### src/rtl/mclk_pkg.sv
// Shared types and helpers for the master clock selector.
// Assumes a two-bit source code and that PLL sources fall back to slow.
package mclk_pkg;

    typedef enum logic [1:0] {
        SRC_SLOW = 2'd0,
        SRC_MAIN = 2'd1,
        SRC_PLLA = 2'd2,
        SRC_PLLB = 2'd3
    } src_e;

    // Source actually in use, given the programmed one and the lock inputs.
    function automatic src_e active_src(input src_e prog, input logic lock_a, input logic lock_b);
        if ((prog == SRC_PLLA && !lock_a) || (prog == SRC_PLLB && !lock_b))
            return SRC_SLOW;
        return prog;
    endfunction

endpackage

### src/rtl/mclk_ctrl_reg.sv
// Control word register: holds the source and divider codes.
// Flags a write that alters either field and exposes the next source code.
// Assumes the two fields do not overlap inside the write word.
module mclk_ctrl_reg
    import mclk_pkg::*;
#(
    parameter int DATA_W   = 8,
    parameter int SRC_LSB  = 0,
    parameter int PRES_LSB = 4,
    parameter int PRES_W   = 3
) (
    input  logic              clk,
    input  logic              rst_n,
    input  logic              wr_en,
    input  logic [DATA_W-1:0] wr_data,
    output src_e              src_q,
    output logic [PRES_W-1:0] pres_q,
    output src_e              src_nxt,
    output logic              wr_change
);
    localparam logic [DATA_W-1:0] FIELD_MASK =
        (DATA_W'(3) << SRC_LSB) | (DATA_W'((1 << PRES_W) - 1) << PRES_LSB);

    src_e              src_field;
    logic [PRES_W-1:0] pres_field;
    logic [DATA_W-1:0] spare_unused;

    // Field extraction and change detection for the incoming write.
    always_comb begin
        src_field    = src_e'(wr_data[SRC_LSB +: 2]);
        pres_field   = wr_data[PRES_LSB +: PRES_W];
        wr_change    = wr_en && ((src_field != src_q) || (pres_field != pres_q));
        src_nxt      = wr_change ? src_field : src_q;
        spare_unused = wr_data & ~FIELD_MASK;
    end

    // Register update: only writes that alter a field are taken.
    always_ff @(posedge clk) begin
        if (!rst_n) begin
            src_q  <= SRC_SLOW;
            pres_q <= '0;
        end else if (wr_change) begin
            src_q  <= src_field;
            pres_q <= pres_field;
        end
    end

endmodule

### src/rtl/mclk_src_mux.sv
// Chooses the active tick source, applying slow fallback for an unlocked PLL.
// Raises a restart whenever the active source or a field changes.
// Assumes tick vector order slow, main, PLL A, PLL B (index = source code).
module mclk_src_mux
    import mclk_pkg::*;
#(
    parameter int NUM_SRC = 4
) (
    input  logic               clk,
    input  logic               rst_n,
    input  src_e               src_q,
    input  src_e               src_nxt,
    input  logic               wr_change,
    input  logic               lock_a,
    input  logic               lock_b,
    input  logic [NUM_SRC-1:0] src_ticks,
    output logic               sel_tick,
    output logic               fallback,
    output logic               restart
);
    src_e act_now;
    src_e act_q;

    // Active source selection and restart generation.
    always_comb begin
        act_now  = active_src(src_q, lock_a, lock_b);
        sel_tick = src_ticks[act_now];
        fallback = (act_now != src_q);
        restart  = wr_change || (act_now != act_q);
    end

    // Track the source expected in the next cycle so a write restarts only once.
    always_ff @(posedge clk) begin
        if (!rst_n) act_q <= SRC_SLOW;
        else        act_q <= active_src(src_nxt, lock_a, lock_b);
    end

endmodule

### src/rtl/mclk_divider.sv
// Settling counter and power-of-two divider on the active tick stream.
// Waits SETTLE_TICKS source ticks after a restart before counting.
// Assumes codes above MAX_CODE mean division by one.
module mclk_divider #(
    parameter int PRES_W       = 3,
    parameter int MAX_CODE     = 6,
    parameter int SETTLE_TICKS = 2
) (
    input  logic              clk,
    input  logic              rst_n,
    input  logic              restart,
    input  logic              sel_tick,
    input  logic [PRES_W-1:0] pres_q,
    output logic              settled,
    output logic              tick_out
);
    localparam int CNT_W = (MAX_CODE > 0) ? MAX_CODE : 1;
    localparam int SET_W = $clog2(SETTLE_TICKS + 1);

    logic [SET_W-1:0] settle_cnt;
    logic [CNT_W-1:0] div_cnt;
    logic [CNT_W-1:0] limit;
    logic [CNT_W:0]   pow2;
    logic             wrap;

    // Terminal count derived from the divider code.
    always_comb begin
        pow2 = (CNT_W + 1)'(1) << pres_q;
        if (int'(pres_q) > MAX_CODE) limit = '0;
        else                         limit = CNT_W'(pow2 - 1'b1);
        settled = (settle_cnt == SET_W'(SETTLE_TICKS));
        wrap    = (div_cnt == limit);
    end

    // Settling count of source ticks after a restart.
    always_ff @(posedge clk) begin
        if (!rst_n)                    settle_cnt <= SET_W'(SETTLE_TICKS);
        else if (restart)              settle_cnt <= '0;
        else if (sel_tick && !settled) settle_cnt <= settle_cnt + 1'b1;
    end

    // Divider phase counter, cleared on restart.
    always_ff @(posedge clk) begin
        if (!rst_n || restart)         div_cnt <= '0;
        else if (settled && sel_tick)  div_cnt <= wrap ? '0 : div_cnt + 1'b1;
    end

    // Registered master strobe.
    always_ff @(posedge clk) begin
        if (!rst_n) tick_out <= 1'b0;
        else        tick_out <= !restart && settled && sel_tick && wrap;
    end

endmodule

### src/rtl/mclk_switch.sv
// Master clock selector top: control register, source mux and divider.
// All sources are tick enables in the clk domain; ready reflects a settled,
// locked selection.
module mclk_switch
    import mclk_pkg::*;
#(
    parameter int DATA_W       = 8,
    parameter int SRC_LSB      = 0,
    parameter int PRES_LSB     = 4,
    parameter int PRES_W       = 3,
    parameter int MAX_CODE     = 6,
    parameter int SETTLE_TICKS = 2
) (
    input  logic              clk,
    input  logic              rst_n,
    input  logic              wr_en,
    input  logic [DATA_W-1:0] wr_data,
    input  logic              slow_tick,
    input  logic              main_tick,
    input  logic              plla_tick,
    input  logic              pllb_tick,
    input  logic              plla_lock,
    input  logic              pllb_lock,
    output logic              mck_tick,
    output logic              mck_ready
);
    src_e              src_q;
    src_e              src_nxt;
    logic [PRES_W-1:0] pres_q;
    logic              wr_change;
    logic              sel_tick;
    logic              fallback;
    logic              restart;
    logic              settled;

    mclk_ctrl_reg #(
        .DATA_W(DATA_W), .SRC_LSB(SRC_LSB), .PRES_LSB(PRES_LSB), .PRES_W(PRES_W)
    ) u_reg (
        .clk(clk), .rst_n(rst_n), .wr_en(wr_en), .wr_data(wr_data),
        .src_q(src_q), .pres_q(pres_q), .src_nxt(src_nxt), .wr_change(wr_change)
    );

    mclk_src_mux #(.NUM_SRC(4)) u_mux (
        .clk(clk), .rst_n(rst_n), .src_q(src_q), .src_nxt(src_nxt),
        .wr_change(wr_change), .lock_a(plla_lock), .lock_b(pllb_lock),
        .src_ticks({pllb_tick, plla_tick, main_tick, slow_tick}),
        .sel_tick(sel_tick), .fallback(fallback), .restart(restart)
    );

    mclk_divider #(
        .PRES_W(PRES_W), .MAX_CODE(MAX_CODE), .SETTLE_TICKS(SETTLE_TICKS)
    ) u_div (
        .clk(clk), .rst_n(rst_n), .restart(restart), .sel_tick(sel_tick),
        .pres_q(pres_q), .settled(settled), .tick_out(mck_tick)
    );

    // Ready: settled, not in fallback and no restart pending.
    always_comb mck_ready = settled && !fallback && !restart;

endmodule

### config.mk
export PLATFORM = sky130hd
export DESIGN_NAME = mclk_switch
export DESIGN_NICKNAME = d
export VERILOG_FILES = /design/src/rtl/mclk_pkg.sv /design/src/rtl/mclk_ctrl_reg.sv /design/src/rtl/mclk_src_mux.sv /design/src/rtl/mclk_divider.sv /design/src/rtl/mclk_switch.sv
export SDC_FILE = /design/constraint.sdc
export NUM_CORES = 1
export LEC_CHECK = 0
export ABC_CLOCK_PERIOD_IN_PS = 5550
export BUFFER_PORTS_ARGS = -buffer_cell sky130_fd_sc_hd__buf_2
export CAP_MARGIN = 0
export CORE_ASPECT_RATIO = 0.7
export CORE_UTILIZATION = 59
export CTS_CLUSTER_DIAMETER = 120
export DETAILED_ROUTE_END_ITERATION = 7
export PLACE_DENSITY = 0.83
export SYNTH_ARGS = -nofsm -noshare
export SYNTH_HDL_FRONTEND = slang
export SYNTH_SLANG_ARGS = --single-unit
export TNS_END_PERCENT = 100
### constraint.sdc
create_clock -name clk -period 5.55 [get_ports clk]
set_clock_uncertainty 0.1 [all_clocks]
set_input_delay 0.555 -clock clk [delete_from_list [all_inputs] [get_ports clk]]
set_output_delay 0.555 -clock clk [all_outputs]
set_load 0.01 [all_outputs]
==> Flow_metrics.wiki, run 1 <==
{| class="wikitable"
! Metric !! Value
|-
| Average wire length per cell after detail routing || 13.6 µm
|-
| Area of placed instances || 1240 µm²
|-
| Leading post-synthesis cells by instance count || sky130_fd_sc_hd__dfxtp_1, sky130_fd_sc_hd__nand2_1, sky130_fd_sc_hd__nor2_1
|-
| RSZ-0062 raised after global routing || false
|-
| Mapped Area || 1190 µm²
|-
| Via count of the first global-routing pass || 938
|-
| Horizontal die dimension || 55.7 µm
|-
| DRT iter0 DRCs || 27
|-
| Worst Setup End Kind || flop
|-
| Max-slew violation total from the final report || 0
|-
| Final routed wirelength across all metal layers || 2430 µm
|-
| Hold buffer count at CTS || 0
|-
| Proportion of netlist area held by the largest area contributor || 0.269
|-
| Cell type with the highest aggregate area in the netlist || sky130_fd_sc_hd__dfxtp_1
|-
| Finish-stage setup viols || 0
|-
| Number of synthesized flops with an enable pin || 0
|-
| Total negative setup slack || 0 ns
|-
| Area of all placed cells without fillers || 1280 µm²
|-
| Run status || complete, no violations
|-
| Global-route wire length before repair || 4110 µm
|-
| Top flip-flop cell by instance count after synthesis || sky130_fd_sc_hd__dfxtp_1
|-
| Class of the most critical hold timing path || primary input to flop
|-
| ANT cells || 0
|-
| Headroom to the max-slew limit || 0.663
|-
| Flip-flop and latch count after synthesis || 16
|-
| Final critical path time including I/O delays and setup || 2.67 ns
|-
| Net count after synthesis || 167
|-
| Number of vias after detailed routing || 1079
|-
| Cell Chain, Critical Path || or3_1, ha_1, nor4bb_1, o31ai_2, o311ai_1, o211ai_4, nand3_1, a31oi_1
|-
| Placer congestion estimate || 0.780
|-
| LEAKAGE || 0.482 nW
|-
| Worst reg2reg path startpoint || u_reg.pres_q[0]
|-
| Placeable Area || 1870 µm²
|-
| Count of warnings emitted by yosys || 0
|-
| Number of cells produced by synthesis || 147
|-
| Clock buffer depth || 2
|-
| Area overhead of the layout relative to synthesis || 7.68%
|-
| Avg Inst Size Synth || 8.09 µm²
|-
| Hold Path Stages || 2
|-
| Maximum number of pins on one net before global-route repair || 18
|-
| Die area || 2200 µm²
|-
| Total clock buffers created by CTS || 3
|-
| Quantity of gates resized following cts || 0
|-
| Count of antenna-violating nets left after detailed routing || 0
|-
| Vertical die dimension || 39.6 µm
|-
| TritonCTS clock tree || built
|-
| Clk Latency, worst-skew pair || 0.28 ns
|-
| Initial antenna violation count || 0
|-
| Maximum resistive drop on vdd || 0.177 mV
|-
| Number of ports placed on the die boundary || 19
|-
| CTS root buffer || sky130_fd_sc_hd__clkbuf_4
|-
| Dominant cells by area after synthesis || sky130_fd_sc_hd__dfxtp_1, sky130_fd_sc_hd__mux2i_1, sky130_fd_sc_hd__nand2_1, sky130_fd_sc_hd__nand3_1, sky130_fd_sc_hd__nor2_1
|-
| Number of max-cap violations || 0
|-
| Number of cells traversed by the worst register-to-register path || 8
|-
| Number of sinks handled by clock tree synthesis || 16
|-
| Initial core utilization || 0.636
|-
| GRT overflow || 0
|-
| WS Path Type || flop to flop
|-
| Async set or reset register ratio after synthesis || 0
|-
| Startpoint types || flop
|-
| Most numerous cell in the Yosys netlist || sky130_fd_sc_hd__dfxtp_1
|-
| Register-to-Register Setup Slack || 2.88 ns
|-
| Layout cells sized above 1 || 0.159
|-
| Total routing usage reported by global routing || 0.242
|-
| Final layout net count || 178
|-
| Critical path required time || 5.66 ns
|-
| Achievable Freq || 374 MHz
|-
| Clock-pin slew reported for the worst setup and hold paths after clock tree synthesis || 0.09 ns
|-
| Placed wire-length estimate || 1850 µm
|-
| Worst hold path startpoint || rst_n
|-
| Worst slew pin tran || 0.505 ns
|-
| Count of buffers inserted at the top-level ports || 15
|-
| Length of the first detailed-routing pass in iterations || 4
|-
| Number of cell rows || 13
|-
| Arr. time, crit path || 2.79 ns
|-
| Reg2reg end || u_div.div_cnt[3]
|-
| Worst hold endpoint || u_div.settle_cnt[1]
|-
| P per Cell Area || 211 nW/µm²
|-
| Max FO, Critical Path || 17
|-
| CTS HTree Levels || 1
|-
| Part of the cycle the worst path needs || 0.482
|-
| Core occupancy in the finished layout || 0.685
|-
| Average via count per standard cell || 6.03
|-
| Endpoints failing hold || 0
|-
| Worst-path cell with the longest stage delay || sky130_fd_sc_hd__dfxtp_1
|-
| Number of design rule violations left after detail routing || 0
|-
| Overall power consumption || 0.270 mW
|-
| Maximum single-stage delay on the critical path || 0.48 ns
|-
| Unique cell type count in the Yosys netlist || 42
|-
| Share of the yosys chip area belonging to registers || 0.269
|-
| Post-CTS Setup Inserts || 0
|}
[registers in the layout, summed over array words and instances, names as in the netlist]
name              flops
u_div.div_cnt         6
u_reg.pres_q          3
u_div.settle_cnt      2
u_mux.act_q           2
u_reg.src_q           2
u_div.tick_out        1
[metal layers]
| layer | track usage | share of wire | vias up |
|---|---|---|---|
| li1 | - | - | 556 |
| met1 | 0.308 | 0.51 | 505 |
| met2 | 0.440 | 0.46 | 16 |
| met3 | 0.0495 | 0.025 | 2 |
| met4 | 0.0438 | 0.0029 | 0 |
| met5 | 0 | 0 | - |
[worst max-delay path: cells and delay by family (launching register included)]
family / cells / cell delay (ns)
adders and majority gates: 1 / 0.32
and+or+nand+nor: 3 / 0.74
DFF: 1 / 0.48
AOI/OAI and AO/OA: 4 / 0.96
[metrics by stage]
step           std cells  hold WS (ns)  worst slack [ns]
3_3_place_gp         175         0.410              3.01
3_5_place_dp         175         0.423              2.91
2_1_floorplan        147         0.388              3.26
4_1_cts              179         0.377              2.89
5_1_grt              179         0.394              2.67
6_report             179         0.386              2.88
[layout by cell type (no fill, tap or decap), types with 5 or more instances in the layout]
cell	synthesis	final
sky130_fd_sc_hd__mux2i_1	7	7
sky130_fd_sc_hd__buf_2	5	15
sky130_fd_sc_hd__nand2_1	14	14
sky130_fd_sc_hd__inv_1	5	5
sky130_fd_sc_hd__a21oi_1	7	7
sky130_fd_sc_hd__nand3_1	10	10
sky130_fd_sc_hd__nor2_1	13	13
sky130_fd_sc_hd__nor3b_1	5	5
sky130_fd_sc_hd__dfxtp_1	16	16
[power by group]
group	switching [mW]	total, mW	internal [mW]	leakage, nW
sequential	0.00920	0.128	0.119	0.131
combinational	0.0357	0.0649	0.0292	0.330
clock	0.0365	0.0764	0.0399	0.0210
total	0.0815	0.270	0.188	0.482
[worst max path at each step]
stage	depth (start not counted)	start	slack, ns	end
2_1_floorplan	9	u_reg.pres_q[0]	3.26	u_div.div_cnt[3]
3_3_place_gp	8	u_reg.pres_q[0]	3.01	u_div.div_cnt[3]
3_5_place_dp	8	u_reg.pres_q[0]	2.91	u_div.div_cnt[4]
4_1_cts	8	u_reg.pres_q[0]	2.89	u_div.div_cnt[3]
5_1_grt	8	u_reg.pres_q[0]	2.67	u_div.div_cnt[4]
6_report	8	u_reg.pres_q[0]	2.88	u_div.div_cnt[3]
[cells by family after synthesis]
| logic type | after synthesis | synth area share |
|---|---|---|
| compound gates | 32 | 0.219 |
| xor+xnor | 7 | 0.0515 |
| fa+ha+maj | 3 | 0.0315 |
| buf+inv | 14 | 0.0557 |
| flops | 16 | 0.269 |
| mux | 8 | 0.0684 |
| simple gates | 67 | 0.305 |
[cell type report]
type                       instances  area [µm²]
multi-input combinational        117         803
timing repair buffer              15        75.1
fill                             167         589
inverter                           5        18.8
clock buffer                       4        36.3
sequential                        16         320
tap                               22        27.5
Power figures use the tool's default switching activity.
==> inputs of run 2 (changes only) <==
--- a/config.mk
+++ b/config.mk
@@ -5,14 +5,14 @@
 export SDC_FILE = /design/constraint.sdc
 export NUM_CORES = 1
 export LEC_CHECK = 0
-export ABC_CLOCK_PERIOD_IN_PS = 5550
+export ABC_CLOCK_PERIOD_IN_PS = 2300
 export BUFFER_PORTS_ARGS = -buffer_cell sky130_fd_sc_hd__buf_2
 export CAP_MARGIN = 0
 export CORE_ASPECT_RATIO = 0.7
-export CORE_UTILIZATION = 59
+export CORE_UTILIZATION = 50
 export CTS_CLUSTER_DIAMETER = 120
 export DETAILED_ROUTE_END_ITERATION = 7
-export PLACE_DENSITY = 0.83
+export PLACE_DENSITY = 0.75
 export SYNTH_ARGS = -nofsm -noshare
 export SYNTH_HDL_FRONTEND = slang
 export SYNTH_SLANG_ARGS = --single-unit
==> constraint.sdc (replaced) <==
create_clock -name clk -period 2.3 [get_ports clk]
set_clock_uncertainty 0.1 [all_clocks]
set_input_delay 0.23 -clock clk [delete_from_list [all_inputs] [get_ports clk]]
set_output_delay 0.23 -clock clk [all_outputs]
set_load 0.01 [all_outputs]
==> run 2 against run 1 <==
Total power grew to 2.6 times the previous value. Combinational power grew to 3.3 times the previous value. Hold slack worse by 0.34 ns. Count of clock-buffer cells in the layout stayed put. Sequential power is 140% higher. Flip-flop and latch count stayed put. Wire length is 18% higher. Utilization is 2.0 points lower. Die area is 17% higher. Cell area is 14% higher. Largest power group unchanged.
==> Flow_metrics.wiki, run 2 (synthesis gave the netlist of run 1 again) <==
{| class="wikitable"
! Metric !! Value
|-
| Horizontal die dimension || 60.3 µm
|-
| Area overhead of the layout relative to synthesis || 22.4%
|-
| Finish-stage setup viols || 0
|-
| Number of ports placed on the die boundary || 19
|-
| Hold buffer count at CTS || 0
|-
| Placed wire-length estimate || 1960 µm
|-
| Clock-pin slew reported for the worst setup and hold paths after clock tree synthesis || 0.10 ns
|-
| Maximum single-stage delay on the critical path || 0.41 ns
|-
| Vertical die dimension || 42.8 µm
|-
| Placer congestion estimate || 0.817
|-
| Critical path required time || 2.42 ns
|-
| Max-slew violation total from the final report || 0
|-
| Endpoints failing hold || 0
|-
| Overall power consumption || 0.711 mW
|-
| Number of max-cap violations || 0
|-
| Part of the cycle the worst path needs || 0.961
|-
| Clock buffer depth || 2
|-
| Global-route wire length before repair || 4820 µm
|-
| Class of the most critical hold timing path || primary input to flop
|-
| Worst slew pin tran || 0.489 ns
|-
| Reg area || 325 µm²
|-
| Average wire length per cell after detail routing || 14.4 µm
|-
| P per Cell Area || 489 nW/µm²
|-
| Average via count per standard cell || 5.80
|-
| Register ranked first by flip-flop count || u_div.div_cnt
|-
| Instance count after placement with tap cells included || 191
|-
| LEAKAGE || 0.541 nW
|-
| CTS root buffer || sky130_fd_sc_hd__clkbuf_4
|-
| Worst-case setup margin in the final layout || 0.0903 ns
|-
| Arr. time, crit path || 2.33 ns
|-
| Initial core utilization || 0.543
|-
| Leading registers by flop count || u_div.div_cnt x6, u_reg.pres_q x3
|-
| Number of vias after detailed routing || 1155
|-
| Final layout net count || 188
|-
| Fillers || 200
|-
| Total routing usage reported by global routing || 0.252
|-
| Number of sinks handled by clock tree synthesis || 16
|-
| Count of antenna-violating nets left after detailed routing || 0
|-
| Cell Chain, Critical Path || or3_4, ha_4, nor4bb_1, o31ai_2, o311ai_4, o211ai_4, nand4b_1, a31oi_1
|-
| GRT overflow || 0
|-
| Most common cell after layout, fill and taps aside || sky130_fd_sc_hd__buf_2
|-
| Headroom to the max-slew limit || 0.674
|-
| Count of buffers inserted at the top-level ports || 15
|-
| WS Path Type || flop to flop
|-
| CTS HTree Levels || 1
|-
| Max FFs per register || 6
|-
| Placeable Area || 2190 µm²
|-
| Multi-input logic area || 882 µm²
|-
| Final critical path time including I/O delays and setup || 2.21 ns
|-
| Achievable Freq || 453 MHz
|-
| Cell family contributing the most delay on the critical path || compound AO/OA/AOI/OAI gates
|-
| ANT cells || 0
|-
| Startpoint types || flop
|-
| Final routed wirelength across all metal layers || 2870 µm
|-
| Total clock buffers created by CTS || 3
|-
| Maximum number of pins on one net before global-route repair || 17
|-
| Commonest cells after routing, fill and taps aside || sky130_fd_sc_hd__buf_2, sky130_fd_sc_hd__nand2_1, sky130_fd_sc_hd__nor2_1, sky130_fd_sc_hd__dfxtp_1, sky130_fd_sc_hd__nand3_1
|-
| Initial antenna violation count || 0
|-
| Number of design rule violations left after detail routing || 0
|-
| Worst Setup End Kind || flop
|-
| DRT iter0 DRCs || 54
|-
| TritonCTS clock tree || built
|-
| Run status || complete, no violations
|-
| CP Buf/Inv Count || 0
|-
| Post-route non-filler standard cell count || 199
|-
| Layout cells sized above 1 || 0.287
|-
| Maximum resistive drop on vdd || 0.323 mV
|-
| Via count of the first global-routing pass || 1075
|-
| Die area || 2580 µm²
|-
| Clk Latency, worst-skew pair || 0.29 ns
|-
| Number of cell rows || 14
|-
| Worst-path cell with the longest stage delay || sky130_fd_sc_hd__or3_4
|-
| Max FO, Critical Path || 5
|-
| Length of the first detailed-routing pass in iterations || 5
|-
| Post-placement setup slack || 0.0202 ns
|}
-- run 2: cell count changes in the layout (fill, tap and decap cells not counted), sizes merged --
cell | before | now
buf | 15 | 24
o211ai | 1 | 2
inv | 5 | 4
clkinvlp | 0 | 1
-- run 2: per-layer routing --
metal	global-route usage	share of wire
met5	0	0
met2	0.393	0.46
met1	0.345	0.50
met4	0.0558	0.0073
met3	0.0640	0.032
-- run 2: layout make-up --
class | count | share of cell area
sequential | 16 | 0.223
multi-input combinational | 118 | 0.606
inverter | 5 | 0.0155
timing repair buffer | 24 | 0.103
tap | 32 | 0.0275
clock buffer | 4 | 0.0249
-- run 2: worst register-to-register path, stage by stage (launching register included) --
cell and delay (ns):
sky130_fd_sc_hd__dfxtp_2 0.33, sky130_fd_sc_hd__or3_4 0.41, sky130_fd_sc_hd__ha_4 0.18, sky130_fd_sc_hd__nor4bb_1 0.13
sky130_fd_sc_hd__o31ai_2 0.25, sky130_fd_sc_hd__o311ai_4 0.19, sky130_fd_sc_hd__o211ai_4 0.26, sky130_fd_sc_hd__nand4b_1 0.13
sky130_fd_sc_hd__a31oi_1 0.15
-- run 2: worst paths after layout --
kind / startpoint / to / slack [ns] / depth (start not counted)
setup / recovery: u_reg.pres_q[2] / u_div.div_cnt[5] / 0.09 / 8
hold / removal: rst_n / u_div.settle_cnt[1] / 0.04 / 2
setup reg to reg: u_reg.pres_q[2] / u_div.div_cnt[5] / 0.09 / 8
hold reg to reg: u_div.settle_cnt[1] / u_div.settle_cnt[1] / 0.46 / 2
-- run 2: what timing repair did --
action,4_1_cts,5_1_grt
gates cloned,1,0
resized for setup,3,14
pin swaps,3,4
buffers inserted,0,3
endpoints found under the setup margin,3,8
-- run 2: metrics by stage --
stage	utilization	instance area [µm²]	TNS (ns)	hold WS, ns
2_1_floorplan	-	1190	0	0.210
3_3_place_gp	0.595	1300	0	0.355
3_5_place_dp	0.595	1300	0	0.363
4_1_cts	0.631	1380	0	0.0467
5_1_grt	0.665	1460	-0.0427	0.0594
6_report	0.665	1460	0	0.0448
-- run 2: report_power, final --
| part | switching, mW | internal (mW) | total, mW |
|---|---|---|---|
| Combinational | 0.117 | 0.0999 | 0.217 |
| Sequential | 0.0132 | 0.288 | 0.302 |
| Clock | 0.0959 | 0.0965 | 0.192 |
